[src/rtl/ord_pkg.sv]
package ord_pkg;

  localparam int NUM_CLS = 3;

  typedef enum logic [1:0] {
    CLS_POST = 2'd0,
    CLS_NONP = 2'd1,
    CLS_CPL  = 2'd2,
    CLS_DROP = 2'd3
  } req_class_e;

  // Whether a request of class young (with its relaxed-ordering flag) may be
  // issued ahead of an older request of class old. Same-class pairs are never
  // asked: each class queue is first-in first-out.
  function automatic logic may_pass(input int young, input logic young_ro, input int old);
    logic ok;
    ok = 1'b0;
    if (young == int'(CLS_POST)) begin
      ok = (old != int'(CLS_POST));
    end else if (young == int'(CLS_CPL)) begin
      ok = (old == int'(CLS_NONP)) || ((old == int'(CLS_POST)) && young_ro);
    end else if (young == int'(CLS_NONP)) begin
      ok = (old == int'(CLS_CPL)) && young_ro;
    end
    return ok;
  endfunction

endpackage

[src/rtl/ord_class_q.sv]
module ord_class_q #(
  parameter int DEPTH = 4,
  parameter int PW    = 16,
  parameter int NCLS  = 3,
  parameter int CW    = 3
) (
  input  logic                      clk,
  input  logic                      rst_n,
  input  logic                      push,
  input  logic                      push_ro,
  input  logic [PW-1:0]             push_data,
  input  logic [NCLS-1:0][CW-1:0]   push_age,
  input  logic                      pop,
  input  logic [NCLS-1:0]           any_pop,
  output logic                      empty,
  output logic                      full,
  output logic [CW-1:0]             level,
  output logic                      head_ro,
  output logic [PW-1:0]             head_data,
  output logic [NCLS-1:0][CW-1:0]   head_age
);

  localparam int AW = (DEPTH > 1) ? $clog2(DEPTH) : 1;
  localparam logic [AW-1:0] LAST_IDX = AW'(DEPTH - 1);
  localparam logic [CW-1:0] FULL_LVL = CW'(DEPTH);

  logic [PW-1:0]           data_mem [DEPTH];
  logic                    ro_mem   [DEPTH];
  logic [NCLS-1:0][CW-1:0] age_mem  [DEPTH];
  logic [AW-1:0]           rd_ptr, wr_ptr;

  function automatic logic [AW-1:0] ptr_next(input logic [AW-1:0] p);
    return (p == LAST_IDX) ? '0 : p + 1'b1;
  endfunction

  assign empty     = (level == '0);
  assign full      = (level == FULL_LVL);
  assign head_ro   = ro_mem[rd_ptr];
  assign head_data = data_mem[rd_ptr];
  assign head_age  = age_mem[rd_ptr];

  // Pointers, fill level and the per-entry "older requests of class q" counts.
  // An issue from class q removes q's oldest entry, which is older than every
  // entry here holding a nonzero count for q.
  always_ff @(posedge clk or negedge rst_n) begin
    if (!rst_n) begin
      rd_ptr <= '0;
      wr_ptr <= '0;
      level  <= '0;
      for (int i = 0; i < DEPTH; i++) age_mem[i] <= '0;
    end else begin
      for (int i = 0; i < DEPTH; i++) begin
        for (int q = 0; q < NCLS; q++) begin
          if (any_pop[q] && (age_mem[i][q] != '0)) age_mem[i][q] <= age_mem[i][q] - 1'b1;
        end
      end
      if (push) begin
        age_mem[wr_ptr] <= push_age;
        wr_ptr          <= ptr_next(wr_ptr);
      end
      if (pop) rd_ptr <= ptr_next(rd_ptr);
      case ({push, pop})
        2'b10:   level <= level + 1'b1;
        2'b01:   level <= level - 1'b1;
        default: level <= level;
      endcase
    end
  end

  always_ff @(posedge clk) begin
    if (push) begin
      data_mem[wr_ptr] <= push_data;
      ro_mem[wr_ptr]   <= push_ro;
    end
  end

  assert_no_overflow_R8: assert property (@(posedge clk) disable iff (!rst_n)
    level <= FULL_LVL);

  assert_no_underflow_R2: assert property (@(posedge clk) disable iff (!rst_n)
    pop |-> !empty);

  assert_full_stalls_push_R8: assert property (@(posedge clk) disable iff (!rst_n)
    (full && !pop) |=> $stable(level) || $fell(full));

endmodule

[src/rtl/ord_pick.sv]
module ord_pick
  import ord_pkg::*;
#(
  parameter int NCLS = 3,
  parameter int CW   = 3
) (
  input  logic                              clk,
  input  logic                              rst_n,
  input  logic [NCLS-1:0]                   nonempty,
  input  logic [NCLS-1:0]                   buf_free,
  input  logic [NCLS-1:0]                   head_ro,
  input  logic [NCLS-1:0][NCLS-1:0][CW-1:0] head_age,
  output logic [NCLS-1:0]                   sel
);

  logic [NCLS-1:0] elig;

  // A head is eligible when its class has room and every class holding an
  // older request is one it is allowed to overtake.
  always_comb begin
    for (int c = 0; c < NCLS; c++) begin
      elig[c] = nonempty[c] & buf_free[c];
      for (int q = 0; q < NCLS; q++) begin
        if ((head_age[c][q] != '0) && ((q == c) || !may_pass(c, head_ro[c], q))) elig[c] = 1'b0;
      end
    end
  end

  // Among eligible heads, the one with no older eligible head wins.
  always_comb begin
    for (int c = 0; c < NCLS; c++) begin
      sel[c] = elig[c];
      for (int d = 0; d < NCLS; d++) begin
        if (elig[d] && (head_age[c][d] != '0)) sel[c] = 1'b0;
      end
    end
  end

  assert_single_issue_R1: assert property (@(posedge clk) disable iff (!rst_n)
    $onehot0(sel));

  assert_oldest_wins_R1: assert property (@(posedge clk) disable iff (!rst_n)
    (&buf_free && (nonempty != '0)) |-> (sel != '0));

  assert_cpl_needs_ro_R5: assert property (@(posedge clk) disable iff (!rst_n)
    (sel[CLS_CPL] && !head_ro[CLS_CPL]) |-> (head_age[CLS_CPL][CLS_POST] == '0));

  assert_np_after_post_R6: assert property (@(posedge clk) disable iff (!rst_n)
    sel[CLS_NONP] |-> (head_age[CLS_NONP][CLS_POST] == '0));

  assert_np_cpl_needs_ro_R7: assert property (@(posedge clk) disable iff (!rst_n)
    (sel[CLS_NONP] && !head_ro[CLS_NONP]) |-> (head_age[CLS_NONP][CLS_CPL] == '0));

endmodule

[src/rtl/txn_order_arb.sv]
module txn_order_arb
  import ord_pkg::*;
#(
  parameter int DEPTH = 4,
  parameter int PW    = 16
) (
  input  logic          clk,
  input  logic          rst_n,
  input  logic          in_valid,
  output logic          in_ready,
  input  logic [1:0]    in_class,
  input  logic          in_ro,
  input  logic [PW-1:0] in_data,
  input  logic [2:0]    buf_free,
  output logic          out_valid,
  output logic [1:0]    out_class,
  output logic          out_ro,
  output logic [PW-1:0] out_data
);

  localparam int NCLS = NUM_CLS;
  localparam int CW   = $clog2(DEPTH + 1);

  logic [NCLS-1:0]                   push, full, empty, head_ro, sel;
  logic [NCLS-1:0][CW-1:0]           level;
  logic [NCLS-1:0][PW-1:0]           head_data;
  logic [NCLS-1:0][NCLS-1:0][CW-1:0] head_age, push_age;

  always_comb begin
    in_ready = 1'b1;
    for (int c = 0; c < NCLS; c++) begin
      push[c] = in_valid && (in_class == 2'(c)) && !full[c];
      if (in_class == 2'(c)) in_ready = !full[c];
    end
  end

  // A new entry records how many requests of each other class remain after
  // this cycle's issue; all of those are older than it.
  always_comb begin
    for (int c = 0; c < NCLS; c++) begin
      for (int q = 0; q < NCLS; q++) begin
        push_age[c][q] = (q == c) ? '0 : level[q] - CW'(sel[q]);
      end
    end
  end

  for (genvar g = 0; g < NCLS; g++) begin : g_q
    ord_class_q #(.DEPTH(DEPTH), .PW(PW), .NCLS(NCLS), .CW(CW)) u_q (
      .clk       (clk),
      .rst_n     (rst_n),
      .push      (push[g]),
      .push_ro   (in_ro),
      .push_data (in_data),
      .push_age  (push_age[g]),
      .pop       (sel[g]),
      .any_pop   (sel),
      .empty     (empty[g]),
      .full      (full[g]),
      .level     (level[g]),
      .head_ro   (head_ro[g]),
      .head_data (head_data[g]),
      .head_age  (head_age[g])
    );
  end

  ord_pick #(.NCLS(NCLS), .CW(CW)) u_pick (
    .clk      (clk),
    .rst_n    (rst_n),
    .nonempty (~empty),
    .buf_free (buf_free),
    .head_ro  (head_ro),
    .head_age (head_age),
    .sel      (sel)
  );

  always_comb begin
    out_valid = |sel;
    out_class = 2'd0;
    out_ro    = 1'b0;
    out_data  = '0;
    for (int c = 0; c < NCLS; c++) begin
      if (sel[c]) begin
        out_class = 2'(c);
        out_ro    = head_ro[c];
        out_data  = head_data[c];
      end
    end
  end

  assert_issue_has_room_R2: assert property (@(posedge clk) disable iff (!rst_n)
    out_valid |-> ((out_class != 2'd3) && (|(buf_free & (3'b001 << out_class)))));

  assert_drop_not_stored_R9: assert property (@(posedge clk) disable iff (!rst_n)
    (in_valid && (in_class == CLS_DROP)) |-> (push == '0));

endmodule

[config.mk]
export PLATFORM = sky130hd
export DESIGN_NAME = txn_order_arb
export DESIGN_NICKNAME = d
export VERILOG_FILES = /design/src/rtl/ord_pkg.sv /design/src/rtl/ord_class_q.sv /design/src/rtl/ord_pick.sv /design/src/rtl/txn_order_arb.sv
export SDC_FILE = /design/constraint.sdc
export NUM_CORES = 1
export LEC_CHECK = 0
export BUFFER_PORTS_ARGS = -buffer_cell sky130_fd_sc_hd__buf_2
export CAP_MARGIN = 15
export CORE_MARGIN = 4
export CORE_UTILIZATION = 40
export DETAILED_ROUTE_END_ITERATION = 6
export PLACE_DENSITY_LB_ADDON = 0.2
export SYNTH_ARGS = -nofsm -noshare
export SYNTH_HDL_FRONTEND = slang
export SYNTH_SLANG_ARGS = --single-unit
[constraint.sdc]
create_clock -name clk -period 3.55 [get_ports clk]
set_input_delay 0.71 -clock clk [delete_from_list [all_inputs] [get_ports clk]]
set_output_delay 0.71 -clock clk [all_outputs]
set_load 0.005 [all_outputs]
==> impl_metrics.ini <==
[critical_path]
rr_endpoint = g_q[2].u_q.age_mem[19]
cp.required_ns = 2.84
worstSetupPathType = reg -> out
ff2ff_path_depth = 11
critPathLaunchType = flop
path_common_cell = buf_6
crit_start = g_q[1].u_q.rd_ptr[0]
arrival_ns = 2.88
reg2reg_from = g_q[2].u_q.rd_ptr[0]
critPathMaxStageDelay_ns = 0.55
crit_chain = buf_6 -> mux4_2 -> buf_6 -> a221oi_4 -> a21o_4 -> buf_6 -> nand3_1 -> a31oi_1 -> buf_2
endpoint = out_data[15]
crit_path_end_kind = output pin
reg2reg_slack_ns = 0.35
slowest_stage = mux4_2
cp_max_fo = 7

[synth]
synth_fp_nets = 1368
synthArstFlopShare = 0.387
yosysTopAreaCellShare = 0.379
synth_area_leaders = edfxtp_1 38%, dfrtp_1 20%, ha_1 7.4%, mux4_2 7.4%, o211ai_1 4.0%
ys_seq_area_frac = 0.579
synth_area_um2 = 16200
avgSynthCellArea_um2 = 13.0
yosysUniqueCellTypes = 59
synthCells = 1244
ys_ff_latch = 333
synth_edf_count = 204
ys.flop_type = edfxtp_1
yosys.area.top_type = edfxtp_1
yosys_warnings = 0

[sta]
finalHoldViolCount = 0
final-setup-viol-count = 15
period_needed_ns = 3.59
fin_crit_sh = 1.01
tightest_slew_ns = 0.860
slew_viol_final = 0
slew_headroom = 0.423
fmax_mhz = 279
fin_ws_ns = -0.0355
skew_ns = 0.0235
finalSetupTns_ns = -0.179
rsz0062_at_grt = true

[clock_tree]
cts_inserted_buffers = 39
cts-root-buf = clkbuf_16
ctsHoldBuffers = 0
clock-sinks = 333
htree_levels = 2
clkTransAtPathRegs_ns = 0.05
cts_tree = yes
cts_buffer_depth = 3
clock_latency_ns = 0.54

[global_routing]
overflow = 0
first_global_vias = 10600
antenna_found_initial = 1
grt_max_degree = 67
grt_pass1_wl_um = 64600
grt_usage = 0.191

[die]
start_util = 0.406
dieArea_um2 = 43700
core-area_um2 = 39800
fp.dieH_um = 209
die_x_um = 209
num_rows = 73
ios = 46

[pwr]
power_density_nw_per_um2 = 836
leakagePower_nw = 7.51
p_total_mw = 16.3
peakVddDrop_uv = 378

[routing]
drt-vias-per-instance = 5.68
drt_first_pass_iters = 6
drc = 0
postRouteAntennaNets = 0
wl_um = 43200
vias = 10900
drt-initial-drc-count = 907
wl_per_cell_um = 22.5

[min_path]
hold_class = in -> async

[placed_design]
gp_congestion = 0.857
dpl.cell_count = 1807
portBuffers = 45
dp_hpwl_um = 25900

[job]
max-cap-violations = 0

[final_layout]
layoutNonFillerInstCount = 1921
final_nets = 1490
final_util = 0.490
layout-drive-gt1-share = 0.226
areaGrowthSynthToFinish_pct = 20.7

[outcome]
status = finished, violations left
violations = setup timing
-- how the worst min path moves through the flow --
stage | endpoint | cells past startpoint
finish | g_q[0].u_q.age_mem[11] | 1
global route | g_q[0].u_q.age_mem[11] | 1
CTS | g_q[0].u_q.age_mem[11] | 1
detailed placement | g_q[0].u_q.level[0] | 1
global placement | g_q[1].u_q.level[0] | 1
floorplan | g_q[0].u_q.age_mem[0] | 0
-- kinds of logic after synthesis --
kind of cell	share of synthesized area
multiplexers	0.0757
AND/OR/NAND/NOR	0.0742
AO/OA/AOI/OAI	0.128
adder cells (fa/ha/maj)	0.0781
flip-flops	0.579
buffers and inverters	0.0558
XOR/XNOR	0.00868
-- stage by stage --
stage	hold slack, ns	setup WS [ns]	instance area [um^2]
2_1_floorplan	0.414	0.465	16200
3_3_place_gp	0.488	0.299	17300
3_5_place_dp	0.488	0.257	17300
4_1_cts	0.203	-0.0890	19000
5_1_grt	0.220	-0.132	19500
6_report	0.179	-0.0355	19500
-- placed cells by master, fill, tap and decap left out, drive strengths merged, types with 7 or more instances in the layout --
| cell type | n |
|---|---|
| a211oi | 17 |
| a21oi | 32 |
| a22o | 13 |
| a22oi | 8 |
| a31oi | 41 |
| buf | 136 |
| clkbuf | 59 |
| clkinv | 24 |
| dfrtp | 129 |
| edfxtp | 204 |
| ha | 96 |
| inv | 147 |
| mux4 | 53 |
| nand2 | 37 |
| nand3 | 27 |
| nand4 | 13 |
| nor2 | 40 |
| nor2b | 8 |
| nor3 | 21 |
| nor4 | 8 |
| o211ai | 85 |
| o21ai | 62 |
| o2bb2ai | 7 |
| o31a | 8 |
| or3 | 13 |
| or4 | 39 |
| xnor2 | 8 |
| xor2 | 8 |
-- per-layer routing --
layer / GRT usage / wire (um)
met2: 0.303 / 20200
met5: 0 / 0
met1: 0.277 / 18900
met4: 0.0506 / 1120
met3: 0.0296 / 2910
-- registers in the layout, indices dropped and copies added, names as in the netlist --
register / flops
g_q.u_q.wr_ptr: 6
g_q.u_q.data_mem: 192
g_q.u_q.rd_ptr: 6
g_q.u_q.level: 9
g_q.u_q.ro_mem: 12
g_q.u_q.age_mem: 108
-- report_power, final --
group	switching [mW]	internal, mW
Sequential	0.511	4.82
Combinational	3.87	3.22
Clock	1.59	2.28
-- cells in the mapped netlist (all sizes together), types with 3 or more instances --
cell type    n
buf         34
fa           3
nand3       27
a21o         4
inv        148
a22o        13
a21oi       32
nor2        40
a22oi        8
nor4         8
or3         13
o41ai        3
clkinv      11
nor3        21
a31oi       41
o2bb2ai      7
o21ai       62
nand2b       6
a211oi      17
xnor2        8
edfxtp     204
nor2b        8
or4         39
ha          96
dfrtp      129
xor2         8
mux2i        3
o211ai      85
o31a         8
nand4       13
nand2       37
a221oi       5
mux4        53
clkbuf      30
-- what timing repair did --
item                       in CTS  in global routing
buffers inserted               20                 12
pin swaps                       5                 29
resized for setup              35                 67
hold endpoints to repair        0                  0
gates cloned                    7                  6
setup endpoints to repair      20                 20
-- area by class of cell --
| type | count | area, um^2 |
|---|---|---|
| diodes | 1 | 2.50 |
| clock buffers | 54 | 1040 |
| clock inverters | 16 | 175 |
| fillers | 3546 | 20300 |
| inverters | 159 | 617 |
| multi-input cells | 688 | 6260 |
| flip-flops and latches | 333 | 9360 |
| well taps | 525 | 657 |
| repair buffers | 145 | 1380 |
-- worst max-delay path: cells and delay by family, from the launching register on --
family,cells,cell delay [ns]
AO/OA/AOI/OAI,3,0.66
buffers and inverters,4,0.60
multiplexers,1,0.55
flip-flops,1,0.44
AND/OR/NAND/NOR,1,0.09
(Power assumes the default switching activity.)
